==> src/rtl/i2cstop_pkg.sv <==
package i2cstop_pkg;

    typedef enum logic [2:0] {
        ST_IDLE     = 3'd0,
        ST_SDA_LOW  = 3'd1,
        ST_SCL_WAIT = 3'd2,
        ST_SCL_HIGH = 3'd3,
        ST_SDA_REL  = 3'd4
    } stop_state_e;

endpackage

==> src/rtl/i2cstop_sync.sv <==
module i2cstop_sync #(
    parameter int WIDTH   = 2,
    parameter int STAGES  = 2,
    parameter logic RST_VAL = 1'b1
) (
    input  logic             clk,
    input  logic             rst_n,
    input  logic [WIDTH-1:0] din,
    output logic [WIDTH-1:0] dout
);

    for (genvar b = 0; b < WIDTH; b++) begin : g_bit
        logic [STAGES-1:0] chain_d, chain_q;

        always_comb begin
            chain_d = {chain_q[STAGES-2:0], din[b]};
        end

        always_ff @(posedge clk or negedge rst_n) begin
            if (!rst_n) chain_q <= {STAGES{RST_VAL}};
            else        chain_q <= chain_d;
        end

        assign dout[b] = chain_q[STAGES-1];
    end

endmodule

==> src/rtl/i2cstop_timer.sv <==
module i2cstop_timer #(
    parameter int CNT_W = 7
) (
    input  logic             clk,
    input  logic             rst_n,
    input  logic             load,
    input  logic [CNT_W-1:0] load_val,
    output logic             zero
);

    logic [CNT_W-1:0] cnt_d, cnt_q;

    always_comb begin
        if (load)            cnt_d = load_val;
        else if (cnt_q != '0) cnt_d = cnt_q - CNT_W'(1);
        else                 cnt_d = cnt_q;
    end

    always_ff @(posedge clk or negedge rst_n) begin
        if (!rst_n) cnt_q <= '0;
        else        cnt_q <= cnt_d;
    end

    assign zero = (cnt_q == '0);

endmodule

==> src/rtl/i2cstop_flags.sv <==
module i2cstop_flags #(
    parameter int NFLAGS = 2
) (
    input  logic              clk,
    input  logic              rst_n,
    input  logic [NFLAGS-1:0] set,
    input  logic              clr,
    output logic [NFLAGS-1:0] flags
);

    logic [NFLAGS-1:0] flag_d, flag_q;

    for (genvar f = 0; f < NFLAGS; f++) begin : g_flag
        always_comb begin
            if (set[f])   flag_d[f] = 1'b1;
            else if (clr) flag_d[f] = 1'b0;
            else          flag_d[f] = flag_q[f];
        end
    end

    always_ff @(posedge clk or negedge rst_n) begin
        if (!rst_n) flag_q <= '0;
        else        flag_q <= flag_d;
    end

    assign flags = flag_q;

endmodule

==> src/rtl/i2c_stop_gen.sv <==
module i2c_stop_gen
    import i2cstop_pkg::*;
#(
    parameter int RELOAD_W    = 7,
    parameter int SYNC_STAGES = 2
) (
    input  logic                clk,
    input  logic                rst_n,
    input  logic                stop_req,
    input  logic                flag_clr,
    input  logic [RELOAD_W-1:0] reload,
    input  logic                scl_in,
    input  logic                sda_in,
    output logic                scl_drive_low,
    output logic                sda_drive_low,
    output logic                busy,
    output logic                done_flag,
    output logic                coll_flag
);

    localparam int SETTLE_W = $clog2(SYNC_STAGES + 1);
    localparam logic [SETTLE_W-1:0] SETTLE_MAX = SETTLE_W'(SYNC_STAGES);
    localparam int FLAG_DONE = 0;
    localparam int FLAG_COLL = 1;

    typedef struct packed {
        stop_state_e         state;
        logic [SETTLE_W-1:0] settle;
    } ctl_t;

    ctl_t ctl_d, ctl_q;

    logic       scl_s, sda_s;
    logic [1:0] line_s;
    logic       tmr_load, tmr_zero;
    logic [1:0] flag_set, flag_vec;

    i2cstop_sync #(.WIDTH(2), .STAGES(SYNC_STAGES), .RST_VAL(1'b1)) u_sync (
        .clk  (clk),
        .rst_n(rst_n),
        .din  ({scl_in, sda_in}),
        .dout (line_s)
    );
    assign scl_s = line_s[1];
    assign sda_s = line_s[0];

    i2cstop_timer #(.CNT_W(RELOAD_W)) u_timer (
        .clk     (clk),
        .rst_n   (rst_n),
        .load    (tmr_load),
        .load_val(reload),
        .zero    (tmr_zero)
    );

    i2cstop_flags #(.NFLAGS(2)) u_flags (
        .clk  (clk),
        .rst_n(rst_n),
        .set  (flag_set),
        .clr  (flag_clr),
        .flags(flag_vec)
    );

    always_comb begin
        ctl_d    = ctl_q;
        tmr_load = 1'b0;
        flag_set = '0;
        unique case (ctl_q.state)
            ST_IDLE: begin
                if (stop_req) begin
                    ctl_d.state = ST_SDA_LOW;
                    tmr_load    = 1'b1;
                end
            end
            ST_SDA_LOW: begin
                if (tmr_zero && !sda_s) ctl_d.state = ST_SCL_WAIT;
            end
            ST_SCL_WAIT: begin
                if (scl_s) begin
                    ctl_d.state = ST_SCL_HIGH;
                    tmr_load    = 1'b1;
                end
            end
            ST_SCL_HIGH: begin
                if (!scl_s) begin
                    flag_set[FLAG_COLL] = 1'b1;
                    ctl_d.state         = ST_IDLE;
                end else if (tmr_zero) begin
                    ctl_d.state  = ST_SDA_REL;
                    ctl_d.settle = '0;
                    tmr_load     = 1'b1;
                end
            end
            ST_SDA_REL: begin
                if (ctl_q.settle != SETTLE_MAX) begin
                    ctl_d.settle = ctl_q.settle + SETTLE_W'(1);
                end else if (tmr_zero) begin
                    if (sda_s) flag_set[FLAG_DONE] = 1'b1;
                    else       flag_set[FLAG_COLL] = 1'b1;
                    ctl_d.state = ST_IDLE;
                end
            end
            default: ctl_d.state = ST_IDLE;
        endcase
    end

    always_ff @(posedge clk or negedge rst_n) begin
        if (!rst_n) begin
            ctl_q.state  <= ST_IDLE;
            ctl_q.settle <= '0;
        end else begin
            ctl_q <= ctl_d;
        end
    end

    assign scl_drive_low = (ctl_q.state == ST_SDA_LOW);
    assign sda_drive_low = (ctl_q.state == ST_SDA_LOW)  ||
                           (ctl_q.state == ST_SCL_WAIT) ||
                           (ctl_q.state == ST_SCL_HIGH);
    assign busy          = (ctl_q.state != ST_IDLE);
    assign done_flag     = flag_vec[FLAG_DONE];
    assign coll_flag     = flag_vec[FLAG_COLL];

endmodule

==> config.mk <==
export PLATFORM = sky130hd
export DESIGN_NAME = i2c_stop_gen
export DESIGN_NICKNAME = d
export VERILOG_FILES = /design/src/rtl/i2cstop_pkg.sv /design/src/rtl/i2cstop_sync.sv /design/src/rtl/i2cstop_timer.sv /design/src/rtl/i2cstop_flags.sv /design/src/rtl/i2c_stop_gen.sv
export SDC_FILE = /design/constraint.sdc
export NUM_CORES = 1
export LEC_CHECK = 0
export BUFFER_PORTS_ARGS = -buffer_cell sky130_fd_sc_hd__buf_4
export CAP_MARGIN = 5
export CORE_AREA = 5 5 64 66
export DETAILED_ROUTE_END_ITERATION = 7
export DIE_AREA = 0 0 69 71
export GPL_TIMING_DRIVEN = 1
export PLACE_DENSITY_LB_ADDON = 0.08
export SYNTH_ARGS = -nofsm -noshare
export SYNTH_HDL_FRONTEND = slang
export SYNTH_SLANG_ARGS = --single-unit
==> constraint.sdc <==
create_clock -name clk -period 4.91 [get_ports clk]
set_input_delay 0.982 -clock clk [delete_from_list [all_inputs] [get_ports clk]]
set_output_delay 0.982 -clock clk [all_outputs]
set_load 0.005 [all_outputs]
==> impl_metrics.toml <==
[floorplanning]
start_util_pct = 26.7
num_io_pins = 18
num_rows = 22
fp.dieW_um = 69
die_y_um = 71
dieArea_mm2 = 0.00490
coreArea_mm2 = 0.00352

[yosys]
synth_cells = 88
yosysWarnings = 0
synth_area_um2 = 940
syn_nets = 104
ys_types = 33
avgSynthCellArea_um2 = 10.7
ys_seq_area_share_pct = 48.5
ys_ff_latch = 18

[min_path]
hold_depth = 0
min_to = "u_sync.g_bit[1].chain_q[1]$_DFF_PN1_"
min_path_type = "reg2reg"
min_from = "u_sync.g_bit[1].chain_q[0]$_DFF_PN1_"

[finish]
synthToLayoutAreaGrowth_pct = 22.1
multiInputGateArea_um2 = 438
finalNonFillerCells = 154
layout.cells.most_common_list = "buf_4, dfrtp_1, inv_1"
layout-drive-gt1-share_pct = 29.2
final_common_cell = "buf_4"
diodes = 0
seq_area_um2 = 455
final_nets = 123
nFillCells = 389

[route]
final_antenna_net_count = 0
avgViaCountPerCell = 4.51
drc = 0
drt_iter0_markers = 36
first_pass_iters = 4
via_count = 695
wire_per_inst_um = 12.4
wl_um = 1910

[place]
io_buffers = 17
place_ws_ns = 2.50
placed_cells = 150
gp_congestion = 0.750
place_hpwl_um = 1460

[sta]
rsz0062_at_grt = "no"
drv_slew = 0
finalCritPeriodShare_pct = 47.3
period_minus_slack_ns = 2.32
fin_setup_tns_ns = 0
hold_viol = 0
fin_ws_ns = 2.59
skew_ns = 0.00384
relSlewSlack_pct = 63.9
max_freq_ghz = 0.430
finalSetupViolCount = 0
tightest_slew_ns = 0.536

[setup_path]
required_ns = 5.10
r2r-end = "u_timer.cnt_q[1]$_DFFE_PN0P_"
worstReg2RegStart = "u_timer.cnt_q[0]$_DFFE_PN0P_"
cp-start-kind = "flop"
critical_path_arrival_ns = 2.51
reg2reg_slack_ns = 2.59
worst-path-max-fanout = 7
path_class = "reg2reg"
critPathCaptureType = "flop"
worst_r2r_path_depth = 6

[grt]
antenna_found_initial = 0
globalRouteOverflowTotal = 0
grt_pass1_vias = 670
grt_start_max_net_pins = 19
grt_pass1_wl_um = 3350
grt_usage_pct = 8.58

[clocking]
numCtsBuffers = 3
cts_tree = "yes"
cts_hold_buf = 0
cts_buffer_depth = 2
cts_setup_buffers = 0
clockRootBuffer = "clkbuf_4"
cts_resized = 0
clock-sinks = 18
clkTransAtPathRegs_ns = 0.11
worstSkewPairLatency_ns = 0.29
htreeDepth = 1

[power_and_ir_drop]
power.density_mw_per_mm2 = 421
leakage_nw = 0.511
ir_worst_vdd_mv = 0.132

[job]
drv_cap = 0

[run_status]
status = "completed"
## state kept, by name, indices dropped and copies added, names as in the netlist
signal                flops
ctl_q                     5
u_flags.flags             2
u_sync.g_bit.chain_q      4
u_timer.cnt_q             7
## cell usage after synthesis
cell | number | share of area (%)
nand3_1 | 2 | 1.1
nor3_1 | 5 | 2.7
nor4_1 | 1 | 0.67
nand2b_1 | 2 | 1.3
and3b_1 | 1 | 0.93
mux2i_1 | 4 | 4.3
o21a_1 | 1 | 0.80
nor2b_1 | 2 | 1.3
a41o_1 | 1 | 1.1
clkbuf_1 | 1 | 0.40
and2b_1 | 1 | 0.80
nor3b_1 | 2 | 1.6
a21o_1 | 4 | 3.2
or4b_4 | 1 | 1.5
buf_2 | 1 | 0.53
nor3_2 | 1 | 1.1
dfrtp_1 | 14 | 37
o21ai_0 | 2 | 1.1
or3_1 | 1 | 0.67
nand2_1 | 6 | 2.4
nor3_4 | 1 | 1.7
o22ai_1 | 2 | 1.3
buf_4 | 1 | 0.80
mux2_2 | 3 | 3.6
dfstp_2 | 4 | 11
a311o_1 | 1 | 1.1
ha_1 | 3 | 4.0
o221ai_1 | 1 | 0.93
a21boi_0 | 1 | 0.80
nor2_1 | 5 | 2.0
a32o_1 | 1 | 1.1
inv_1 | 8 | 3.2
xnor2_1 | 4 | 3.7
## per-stage QoR
step	instance area [um^2]	utilization, %	hold slack [ns]	total power, W
6_report	1150	32.6	0.364	0.000483
5_1_grt	1150	32.6	0.369	0.000527
4_1_cts	1150	32.6	0.367	0.000493
3_5_place_dp	1110	31.5	0.349	0.000396
3_3_place_gp	1110	31.5	0.347	0.000398
2_1_floorplan	940	-	0.345	0.000352
## layout make-up
| class | count | share of cell area (%) |
|---|---|---|
| Clock buffer | 4 | 3.16 |
| Inverter | 8 | 2.62 |
| Multi-Input combinational cell | 59 | 38.2 |
| Sequential cell | 18 | 39.7 |
| Tap cell | 48 | 5.23 |
| Timing Repair Buffer | 17 | 11.1 |
## critical path: stages (launching register included)
cell and delay (ns):
dfrtp_1 0.42, inv_1 0.09, ha_1 0.16, or4b_4 0.49, nor3_4 0.28, a41o_1 0.42, mux2_2 0.37
## worst max path at each step
stage	from	depth (start not counted)	slack, ns	to
floorplan	u_timer.cnt_q[0]$_DFFE_PN0P_	7	2.82	u_timer.cnt_q[0]$_DFFE_PN0P_
global placement	stop_req	5	2.54	u_timer.cnt_q[1]$_DFFE_PN0P_
detailed placement	stop_req	5	2.50	u_timer.cnt_q[5]$_DFFE_PN0P_
CTS	u_timer.cnt_q[0]$_DFFE_PN0P_	6	2.55	u_timer.cnt_q[5]$_DFFE_PN0P_
global route	u_timer.cnt_q[1]$_DFFE_PN0P_	6	2.43	u_timer.cnt_q[0]$_DFFE_PN0P_
finish	u_timer.cnt_q[0]$_DFFE_PN0P_	6	2.59	u_timer.cnt_q[1]$_DFFE_PN0P_
## per-layer routing
layer	vias to the layer above	GRT usage (%)	wire [um]
li1	347	-	-
met5	-	0	0
met2	16	11.3	839
met3	2	2.13	89
met4	0	3.90	18
met1	330	12.9	965
## logic make-up after synthesis
family	count (synthesis)	synth area share [%]
buffers and inverters	11	4.93
AO/OA/AOI/OAI	14	11.3
adder cells (fa/ha/maj)	3	4.00
AND/OR/NAND/NOR	31	19.7
flip-flops	18	48.5
multiplexers	7	7.86
XOR/XNOR	4	3.73
## power by group
group          switching (W)  leakage (nW)   total, W  internal, W
logic              0.0000687         0.273   0.000164    0.0000955
registers          0.0000408         0.217   0.000226     0.000185
clock network      0.0000478        0.0210  0.0000929    0.0000451
total               0.000157         0.511   0.000483     0.000325
(Power assumes the default switching activity.)
